[src/rtl/rwr_pkg.sv]
package rwr_pkg;
    timeunit 1ns;
    timeprecision 100ps;

    localparam int DEF_DEPTH = 16;
    localparam int DEF_ARCH  = 8;
    localparam int DEF_TAGS  = 32;

    typedef enum logic [0:0] {
        ST_RUN  = 1'b0,
        ST_UNDO = 1'b1
    } walk_state_e;

    function automatic int ptr_bits(input int n);
        return (n <= 2) ? 1 : $clog2(n);
    endfunction
endpackage

[src/rtl/rwr_map.sv]
module rwr_map #(
    parameter int NUM_ARCH = rwr_pkg::DEF_ARCH,
    parameter int NUM_TAGS = rwr_pkg::DEF_TAGS,
    localparam int AW = rwr_pkg::ptr_bits(NUM_ARCH),
    localparam int TW = rwr_pkg::ptr_bits(NUM_TAGS)
) (
    input  logic          clk,
    input  logic          rst,
    input  logic [AW-1:0] rd_a_idx,
    output logic [TW-1:0] rd_a_tag,
    input  logic [AW-1:0] rd_b_idx,
    output logic [TW-1:0] rd_b_tag,
    input  logic [AW-1:0] rd_c_idx,
    output logic [TW-1:0] rd_c_tag,
    input  logic          wr_en,
    input  logic [AW-1:0] wr_idx,
    input  logic [TW-1:0] wr_tag
);
    timeunit 1ns;
    timeprecision 100ps;

    logic [TW-1:0] tag_q [NUM_ARCH];

    for (genvar g = 0; g < NUM_ARCH; g++) begin : g_entry
        always_ff @(posedge clk) begin
            if (rst) begin
                tag_q[g] <= TW'(g);
            end else if (wr_en && (wr_idx == AW'(g))) begin
                tag_q[g] <= wr_tag;
            end
        end
    end

    assign rd_a_tag = tag_q[rd_a_idx];
    assign rd_b_tag = tag_q[rd_b_idx];
    assign rd_c_tag = tag_q[rd_c_idx];

    // a write addresses an existing register
    assert_wr_in_range_R2: assert property (@(posedge clk) disable iff (rst)
        wr_en |-> (int'(wr_idx) < NUM_ARCH));
endmodule

[src/rtl/rwr_rob.sv]
module rwr_rob #(
    parameter int DEPTH = rwr_pkg::DEF_DEPTH,
    parameter int AW    = 3,
    parameter int TW    = 5,
    localparam int PW   = rwr_pkg::ptr_bits(DEPTH),
    localparam int CW   = rwr_pkg::ptr_bits(DEPTH + 1)
) (
    input  logic          clk,
    input  logic          rst,
    input  logic          push,
    input  logic          push_dv,
    input  logic [AW-1:0] push_dst,
    input  logic [TW-1:0] push_new,
    input  logic [TW-1:0] push_old,
    input  logic          pop_head,
    input  logic          pop_tail,
    output logic          head_dv,
    output logic [TW-1:0] head_old,
    output logic          young_dv,
    output logic [AW-1:0] young_dst,
    output logic [TW-1:0] young_new,
    output logic [TW-1:0] young_old,
    output logic          full,
    output logic          empty
);
    timeunit 1ns;
    timeprecision 100ps;

    typedef struct packed {
        logic          dv;
        logic [AW-1:0] dst;
        logic [TW-1:0] new_tag;
        logic [TW-1:0] old_tag;
    } rec_t;

    rec_t          rec_q [DEPTH];
    logic [PW-1:0] head_q, tail_q, young_idx;
    logic [CW-1:0] cnt_q;
    rec_t          head_rec, young_rec;

    function automatic logic [PW-1:0] step_fwd(input logic [PW-1:0] p);
        return (p == PW'(DEPTH - 1)) ? '0 : p + PW'(1);
    endfunction

    function automatic logic [PW-1:0] step_back(input logic [PW-1:0] p);
        return (p == '0) ? PW'(DEPTH - 1) : p - PW'(1);
    endfunction

    always_ff @(posedge clk) begin
        if (push) begin
            rec_q[tail_q] <= '{dv: push_dv, dst: push_dst, new_tag: push_new, old_tag: push_old};
        end
    end

    always_ff @(posedge clk) begin
        if (rst) begin
            head_q <= '0;
            tail_q <= '0;
            cnt_q  <= '0;
        end else begin
            if (push) begin
                tail_q <= step_fwd(tail_q);
            end else if (pop_tail) begin
                tail_q <= step_back(tail_q);
            end
            if (pop_head) begin
                head_q <= step_fwd(head_q);
            end
            cnt_q <= cnt_q + CW'(push) - CW'(pop_head) - CW'(pop_tail);
        end
    end

    assign young_idx = step_back(tail_q);
    assign head_rec  = rec_q[head_q];
    assign young_rec = rec_q[young_idx];
    assign head_dv   = head_rec.dv;
    assign head_old  = head_rec.old_tag;
    assign young_dv  = young_rec.dv;
    assign young_dst = young_rec.dst;
    assign young_new = young_rec.new_tag;
    assign young_old = young_rec.old_tag;
    assign full      = (cnt_q == CW'(DEPTH));
    assign empty     = (cnt_q == '0);

    assert_no_overflow_R3: assert property (@(posedge clk) disable iff (rst)
        push |-> (cnt_q < CW'(DEPTH)));

    assert_no_underflow_R5: assert property (@(posedge clk) disable iff (rst)
        (pop_head || pop_tail) |-> (cnt_q != '0));

    assert_undo_exclusive_R10: assert property (@(posedge clk) disable iff (rst)
        pop_tail |-> (!push && !pop_head));

    assert_undo_shrinks_R7: assert property (@(posedge clk) disable iff (rst)
        pop_tail |=> (cnt_q == $past(cnt_q) - CW'(1)));
endmodule

[src/rtl/rwr_ctrl.sv]
module rwr_ctrl (
    input  logic clk,
    input  logic rst,
    input  logic ren_valid,
    input  logic cmt_valid,
    input  logic exc_valid,
    input  logic full,
    input  logic empty,
    output logic busy,
    output logic ren_ready,
    output logic cmt_ready,
    output logic ren_fire,
    output logic cmt_fire,
    output logic walk_step
);
    timeunit 1ns;
    timeprecision 100ps;
    import rwr_pkg::*;

    walk_state_e state_q, state_d;

    always_comb begin
        state_d = state_q;
        unique case (state_q)
            ST_RUN:  if (exc_valid) state_d = ST_UNDO;
            ST_UNDO: if (empty)     state_d = ST_RUN;
            default: state_d = ST_RUN;
        endcase
    end

    always_ff @(posedge clk) begin
        if (rst) state_q <= ST_RUN;
        else     state_q <= state_d;
    end

    assign busy      = (state_q == ST_UNDO);
    assign ren_ready = !busy && !exc_valid && !full;
    assign cmt_ready = !busy && !exc_valid && !empty;
    assign ren_fire  = ren_valid && ren_ready;
    assign cmt_fire  = cmt_valid && cmt_ready;
    assign walk_step = busy && !empty;

    assert_busy_rise_R6: assert property (@(posedge clk) disable iff (rst)
        (!busy && exc_valid) |=> busy);

    assert_busy_drop_R9: assert property (@(posedge clk) disable iff (rst)
        (busy && empty) |=> !busy);
endmodule

[src/rtl/rob_walk_rename.sv]
module rob_walk_rename #(
    parameter int DEPTH    = rwr_pkg::DEF_DEPTH,
    parameter int NUM_ARCH = rwr_pkg::DEF_ARCH,
    parameter int NUM_TAGS = rwr_pkg::DEF_TAGS,
    localparam int AW = rwr_pkg::ptr_bits(NUM_ARCH),
    localparam int TW = rwr_pkg::ptr_bits(NUM_TAGS)
) (
    input  logic          clk,
    input  logic          rst,
    input  logic          ren_valid,
    input  logic          ren_has_dst,
    input  logic [AW-1:0] ren_dst,
    input  logic [TW-1:0] ren_tag,
    output logic          ren_ready,
    input  logic [AW-1:0] src_a,
    output logic [TW-1:0] src_a_tag,
    input  logic [AW-1:0] src_b,
    output logic [TW-1:0] src_b_tag,
    input  logic          cmt_valid,
    output logic          cmt_ready,
    input  logic          exc_valid,
    output logic          busy,
    output logic          free_valid,
    output logic [TW-1:0] free_tag
);
    timeunit 1ns;
    timeprecision 100ps;

    logic          ren_fire, cmt_fire, walk_step;
    logic          full, empty;
    logic          head_dv, young_dv;
    logic [TW-1:0] head_old, young_new, young_old, prior_tag;
    logic [AW-1:0] young_dst;
    logic          map_we;
    logic [AW-1:0] map_widx;
    logic [TW-1:0] map_wtag;

    rwr_ctrl u_ctrl (
        .clk       (clk),
        .rst       (rst),
        .ren_valid (ren_valid),
        .cmt_valid (cmt_valid),
        .exc_valid (exc_valid),
        .full      (full),
        .empty     (empty),
        .busy      (busy),
        .ren_ready (ren_ready),
        .cmt_ready (cmt_ready),
        .ren_fire  (ren_fire),
        .cmt_fire  (cmt_fire),
        .walk_step (walk_step)
    );

    // One map write port, shared: the walk and renames never overlap.
    always_comb begin
        if (walk_step) begin
            map_we   = young_dv;
            map_widx = young_dst;
            map_wtag = young_old;
        end else begin
            map_we   = ren_fire && ren_has_dst;
            map_widx = ren_dst;
            map_wtag = ren_tag;
        end
    end

    rwr_map #(
        .NUM_ARCH (NUM_ARCH),
        .NUM_TAGS (NUM_TAGS)
    ) u_map (
        .clk      (clk),
        .rst      (rst),
        .rd_a_idx (src_a),
        .rd_a_tag (src_a_tag),
        .rd_b_idx (src_b),
        .rd_b_tag (src_b_tag),
        .rd_c_idx (ren_dst),
        .rd_c_tag (prior_tag),
        .wr_en    (map_we),
        .wr_idx   (map_widx),
        .wr_tag   (map_wtag)
    );

    rwr_rob #(
        .DEPTH (DEPTH),
        .AW    (AW),
        .TW    (TW)
    ) u_rob (
        .clk       (clk),
        .rst       (rst),
        .push      (ren_fire),
        .push_dv   (ren_has_dst),
        .push_dst  (ren_dst),
        .push_new  (ren_tag),
        .push_old  (prior_tag),
        .pop_head  (cmt_fire),
        .pop_tail  (walk_step),
        .head_dv   (head_dv),
        .head_old  (head_old),
        .young_dv  (young_dv),
        .young_dst (young_dst),
        .young_new (young_new),
        .young_old (young_old),
        .full      (full),
        .empty     (empty)
    );

    always_ff @(posedge clk) begin
        if (rst) begin
            free_valid <= 1'b0;
            free_tag   <= '0;
        end else if (walk_step) begin
            free_valid <= young_dv;
            free_tag   <= young_new;
        end else if (cmt_fire) begin
            free_valid <= head_dv;
            free_tag   <= head_old;
        end else begin
            free_valid <= 1'b0;
        end
    end

    // a release always follows a retirement or an undo step
    assert_free_cause_R4: assert property (@(posedge clk) disable iff (rst)
        free_valid |-> $past(cmt_fire || walk_step));
endmodule

[config.mk]
export PLATFORM = sky130hd
export DESIGN_NAME = rob_walk_rename
export DESIGN_NICKNAME = d
export VERILOG_FILES = /design/src/rtl/rwr_pkg.sv /design/src/rtl/rwr_map.sv /design/src/rtl/rwr_rob.sv /design/src/rtl/rwr_ctrl.sv /design/src/rtl/rob_walk_rename.sv
export SDC_FILE = /design/constraint.sdc
export NUM_CORES = 1
export LEC_CHECK = 0
export ABC_AREA = 1
export BUFFER_PORTS_ARGS = -buffer_cell sky130_fd_sc_hd__clkbuf_2
export CAP_MARGIN = 20
export CORE_MARGIN = 5
export CORE_UTILIZATION = 29
export DETAILED_ROUTE_END_ITERATION = 10
export PLACE_DENSITY = 0.49
export SLEW_MARGIN = 20
export SYNTH_ARGS = -nofsm -noshare
export SYNTH_HDL_FRONTEND = slang
export SYNTH_SLANG_ARGS = --single-unit
[constraint.sdc]
create_clock -name clk -period 4.4 [get_ports clk]
set_input_delay 0.22 -clock clk [delete_from_list [all_inputs] [get_ports clk]]
set_output_delay 0.22 -clock clk [all_outputs]
set_load 0.03 [all_outputs]
==> reports/summary.log <==
INFO  status         run_status=completed
INFO  layout         fillerInstances=4805
INFO  global_routing maximum_number_of_pins_on_one_net_before_global_route_repair=79
INFO  placement      post-dp-hpwl=25.76mm
INFO  layout         layout-drive-gt1-share=12.07%
INFO  logic_synthesis post_synth_mux_area_share=0%
INFO  global_routing grt.met2_usage=25.11%
INFO  route          drt_pre_antenna_iters=5
INFO  logic_synthesis post_synth_and_or_nand_nor_area_fraction=16.07%
INFO  layout         layout-area-overhead-vs-synth=13.65%
INFO  clocking       clock-sinks=288
INFO  logic_synthesis synthesis.instances=1399
INFO  clocking       cts_buffers=34
INFO  route          post_drt_via_cell_ratio=5.145
INFO  global_routing met1_usage=21.64%
INFO  sta            worst_pin_slew=991.0ps
INFO  logic_synthesis postSynth.topFlopCell=sky130_fd_sc_hd__edfxtp_1
INFO  flow_run       cap_viol_max_count=0
INFO  logic_synthesis synth_top_area_share=57.11%
INFO  logic_synthesis synth-async-reset-ratio=0%
INFO  logic_synthesis area_fraction_in_compound_gates_after_synthesis=15.31%
INFO  sta            fin_skew=23.25ps
INFO  worst_setup_path setup.worst_path.start_class=register
INFO  clocking       ctsResizeCount=0
INFO  logic_synthesis synth.yosys.warnings=0
INFO  floorplan      rows=80
INFO  layout         layout_common_cells=sky130_fd_sc_hd__edfxtp_1 (264), sky130_fd_sc_hd__o21ai_0 (180), sky130_fd_sc_hd__nand2_1 (169)
INFO  clocking       cts_setup_buffers=0
INFO  logic_synthesis mapped_nets=1434
INFO  logic_synthesis syn_area_per_cell=9.923um^2
INFO  worst_setup_path endpoint_kind=register
INFO  floorplan      dieWidth=228.8um
INFO  floorplan      die_y=228.8um
INFO  sta            timing.max_slew.rel_slack=33.49%
INFO  clocking       clk_latency=530ps
INFO  sta            layout_min_cycle_time=3475ps
INFO  power          power_density=579.5nW/um^2
INFO  global_routing grt_util_met3=2.497%
INFO  global_routing grtUsageTotal=15.57%
INFO  placement      gp_routability_congestion=0.8236
INFO  logic_synthesis cell_area_after_synthesis=13880um^2
INFO  global_routing grt_first_pass_wirelength=63.33mm
INFO  clocking       ctsRootBufferMaster=sky130_fd_sc_hd__clkbuf_16
INFO  floorplan      floorplan.die_area=52340um^2
INFO  sta            max_freq=287.8MHz
INFO  power          cellLeakagePower=0.005592uW
INFO  placement      numPortBuffers=38
INFO  route          detail_route.wl_per_cell=20.44um
INFO  sta            report.final.setup_viol=0
INFO  power          power.ir.vdd_worst=0.2297mV
INFO  logic_synthesis synth_top_family_by_area=simple AND/OR/NAND/NOR gates
INFO  sta            drv_slew=0
INFO  logic_synthesis synth_register_bits=288
INFO  clocking       cts_tree=built
INFO  logic_synthesis synth-xor-area-share=0.1893%
INFO  floorplan      core=47550um^2
INFO  layout         post_layout_net_count=1455
INFO  layout         final_common_cell=sky130_fd_sc_hd__edfxtp_1
INFO  layout         fin_cells=2058
INFO  clocking       cts-htree-levels=2
INFO  sta            grt_setup_unrepaired=no
INFO  min_path       hold_path_class=input port to register
INFO  worst_setup_path critPathMaxFanout=10
INFO  route          dr_total_vias=10.59k
INFO  global_routing globalRoute.totalOverflow=0
INFO  route          detail_route.iter0.violations=1130
INFO  route          ant_nets=0
INFO  worst_setup_path worst-setup-path-type=register to register
INFO  global_routing grt_pass1_vias=10.20k
INFO  logic_synthesis synth_area_leader_cell=sky130_fd_sc_hd__edfxtp_1
INFO  worst_setup_path cp.arrival=3880ps
INFO  logic_synthesis seq_area_frac_synth=60.57%
INFO  logic_synthesis synthesized_area_fraction_occupied_by_adder_cells=1.460%
INFO  logic_synthesis synth_edf_count=264
INFO  logic_synthesis yosys.cell_types.count=36
INFO  route          drcViolationCount=0
INFO  global_routing global_route.peak_usage_layer=met2
INFO  clocking       clkSlewWorstSetupHoldPaths=50ps
INFO  sta            fin_crit_sh=78.97%
INFO  logic_synthesis synth.top_cells.by_area=sky130_fd_sc_hd__edfxtp_1 (57%), sky130_fd_sc_hd__o21ai_0 (6.5%), sky130_fd_sc_hd__nand3_1 (4.7%)
INFO  sta            final_hold_viol_count=0
INFO  sta            tns=0ps
INFO  placement      placed_cells=1999
INFO  global_routing initial_antenna_violation_count=1
INFO  route          drt-total-wl=42.07mm
INFO  floorplan      pin_count=39
INFO  worst_setup_path worstPathRequired=4810ps
INFO  clocking       cts_hold_buf=0
INFO  floorplan      initial_core_util=29.20%
INFO  clocking       clk_path_buf_depth=3
layer usage:
metal	wire length, um	up-vias	share of wire (%)
li1	-	5018	-
met1	19110	5135	45
met2	19290	350	46
met3	2432	86	5.8
met4	1235	0	2.9
met5	0	-	0
state kept, by name, indices dropped and copies added, names as in the netlist, named ones only:
register and flops:
u_map.tag_q 40, u_ctrl.busy 1, u_rob.head_q 4, free_tag 5, u_rob.tail_q 4, u_rob.rec_q 224, u_rob.cnt_q 5, free_valid 1
stage by stage:
stage          total power [uW]  hold WS [ps]  instance area, um^2  setup slack (ps)  util [%]
6_report                   9142         41.65                15780             925.3     33.18
5_1_grt                    9664         35.97                15780             696.8     33.18
4_1_cts                    9215         23.59                15770             925.4     33.18
3_5_place_dp               6563         488.5                14760             937.6     31.04
3_3_place_gp               6549         480.9                14760             982.8     31.04
2_1_floorplan              5556         318.9                13880              1400         -
worst paths after layout:
kind | from | endpoint | slack, ps | cells after the start
worst max register to register | u_rob.cnt_q[2] | u_rob.cnt_q[3] | 930 | 16
worst min-delay path | rst | u_rob.cnt_q[2] | 40 | 2
worst min register to register | u_rob.head_q[2] | register | 500 | 2
worst max-delay path | u_rob.cnt_q[2] | u_rob.cnt_q[3] | 930 | 16
report_power, final:
group | switching [uW] | leakage (uW) | internal, uW
Sequential | 92.2 | 0.00258 | 3160
Combinational | 2350 | 0.00252 | 905
Clock | 1120 | 0.000492 | 1520
Yosys cell counts (13+ instances only):
library cell               count
sky130_fd_sc_hd__edfxtp_1    264
sky130_fd_sc_hd__o21ai_0     180
sky130_fd_sc_hd__nand2_1     169
sky130_fd_sc_hd__nor2_1      152
sky130_fd_sc_hd__nand3_1     130
sky130_fd_sc_hd__inv_1       115
sky130_fd_sc_hd__a21oi_1      98
sky130_fd_sc_hd__clkbuf_1     52
sky130_fd_sc_hd__o211ai_1     52
sky130_fd_sc_hd__buf_2        24
sky130_fd_sc_hd__dfxtp_1      24
sky130_fd_sc_hd__a31oi_1      18
sky130_fd_sc_hd__nand4_1      14
sky130_fd_sc_hd__ha_1         13
kinds of logic after synthesis:
kind of cell             after synthesis
AO/OA/AOI/OAI                        380
XOR/XNOR                               3
adder cells (fa/ha/maj)               15
buffers and inverters                214
flip-flops                           288
AND/OR/NAND/NOR                      499
final cells by class:
| class | instances | area, um^2 | share of cell area (%) |
|---|---|---|---|
| Antenna cell | 1 | 2.502 | 0.01586 |
| Clock buffer | 44 | 908.4 | 5.758 |
| Clock inverter | 14 | 107.6 | 0.6821 |
| Inverter | 124 | 467.9 | 2.966 |
| Multi-Input combinational cell | 897 | 4642 | 29.42 |
| Sequential cell | 288 | 8411 | 53.31 |
| Tap cell | 615 | 769.5 | 4.877 |
| Timing Repair Buffer | 75 | 467.9 | 2.966 |
worst max-delay path, stage by stage, from the launching register on:
cell and delay [ps]:
sky130_fd_sc_hd__dfxtp_1 340, sky130_fd_sc_hd__inv_1 90, sky130_fd_sc_hd__ha_1 170, sky130_fd_sc_hd__nand4_1 100, sky130_fd_sc_hd__nand2_1 70, sky130_fd_sc_hd__inv_1 50, sky130_fd_sc_hd__nand2_1 400, sky130_fd_sc_hd__clkinv_1 430
sky130_fd_sc_hd__fa_1 510, sky130_fd_sc_hd__inv_1 70, sky130_fd_sc_hd__ha_1 210, sky130_fd_sc_hd__inv_1 60, sky130_fd_sc_hd__ha_1 180, sky130_fd_sc_hd__inv_1 70, sky130_fd_sc_hd__fa_1 400, sky130_fd_sc_hd__xnor2_1 170
sky130_fd_sc_hd__nor2_1 50
Power figures use the tool's default switching activity.
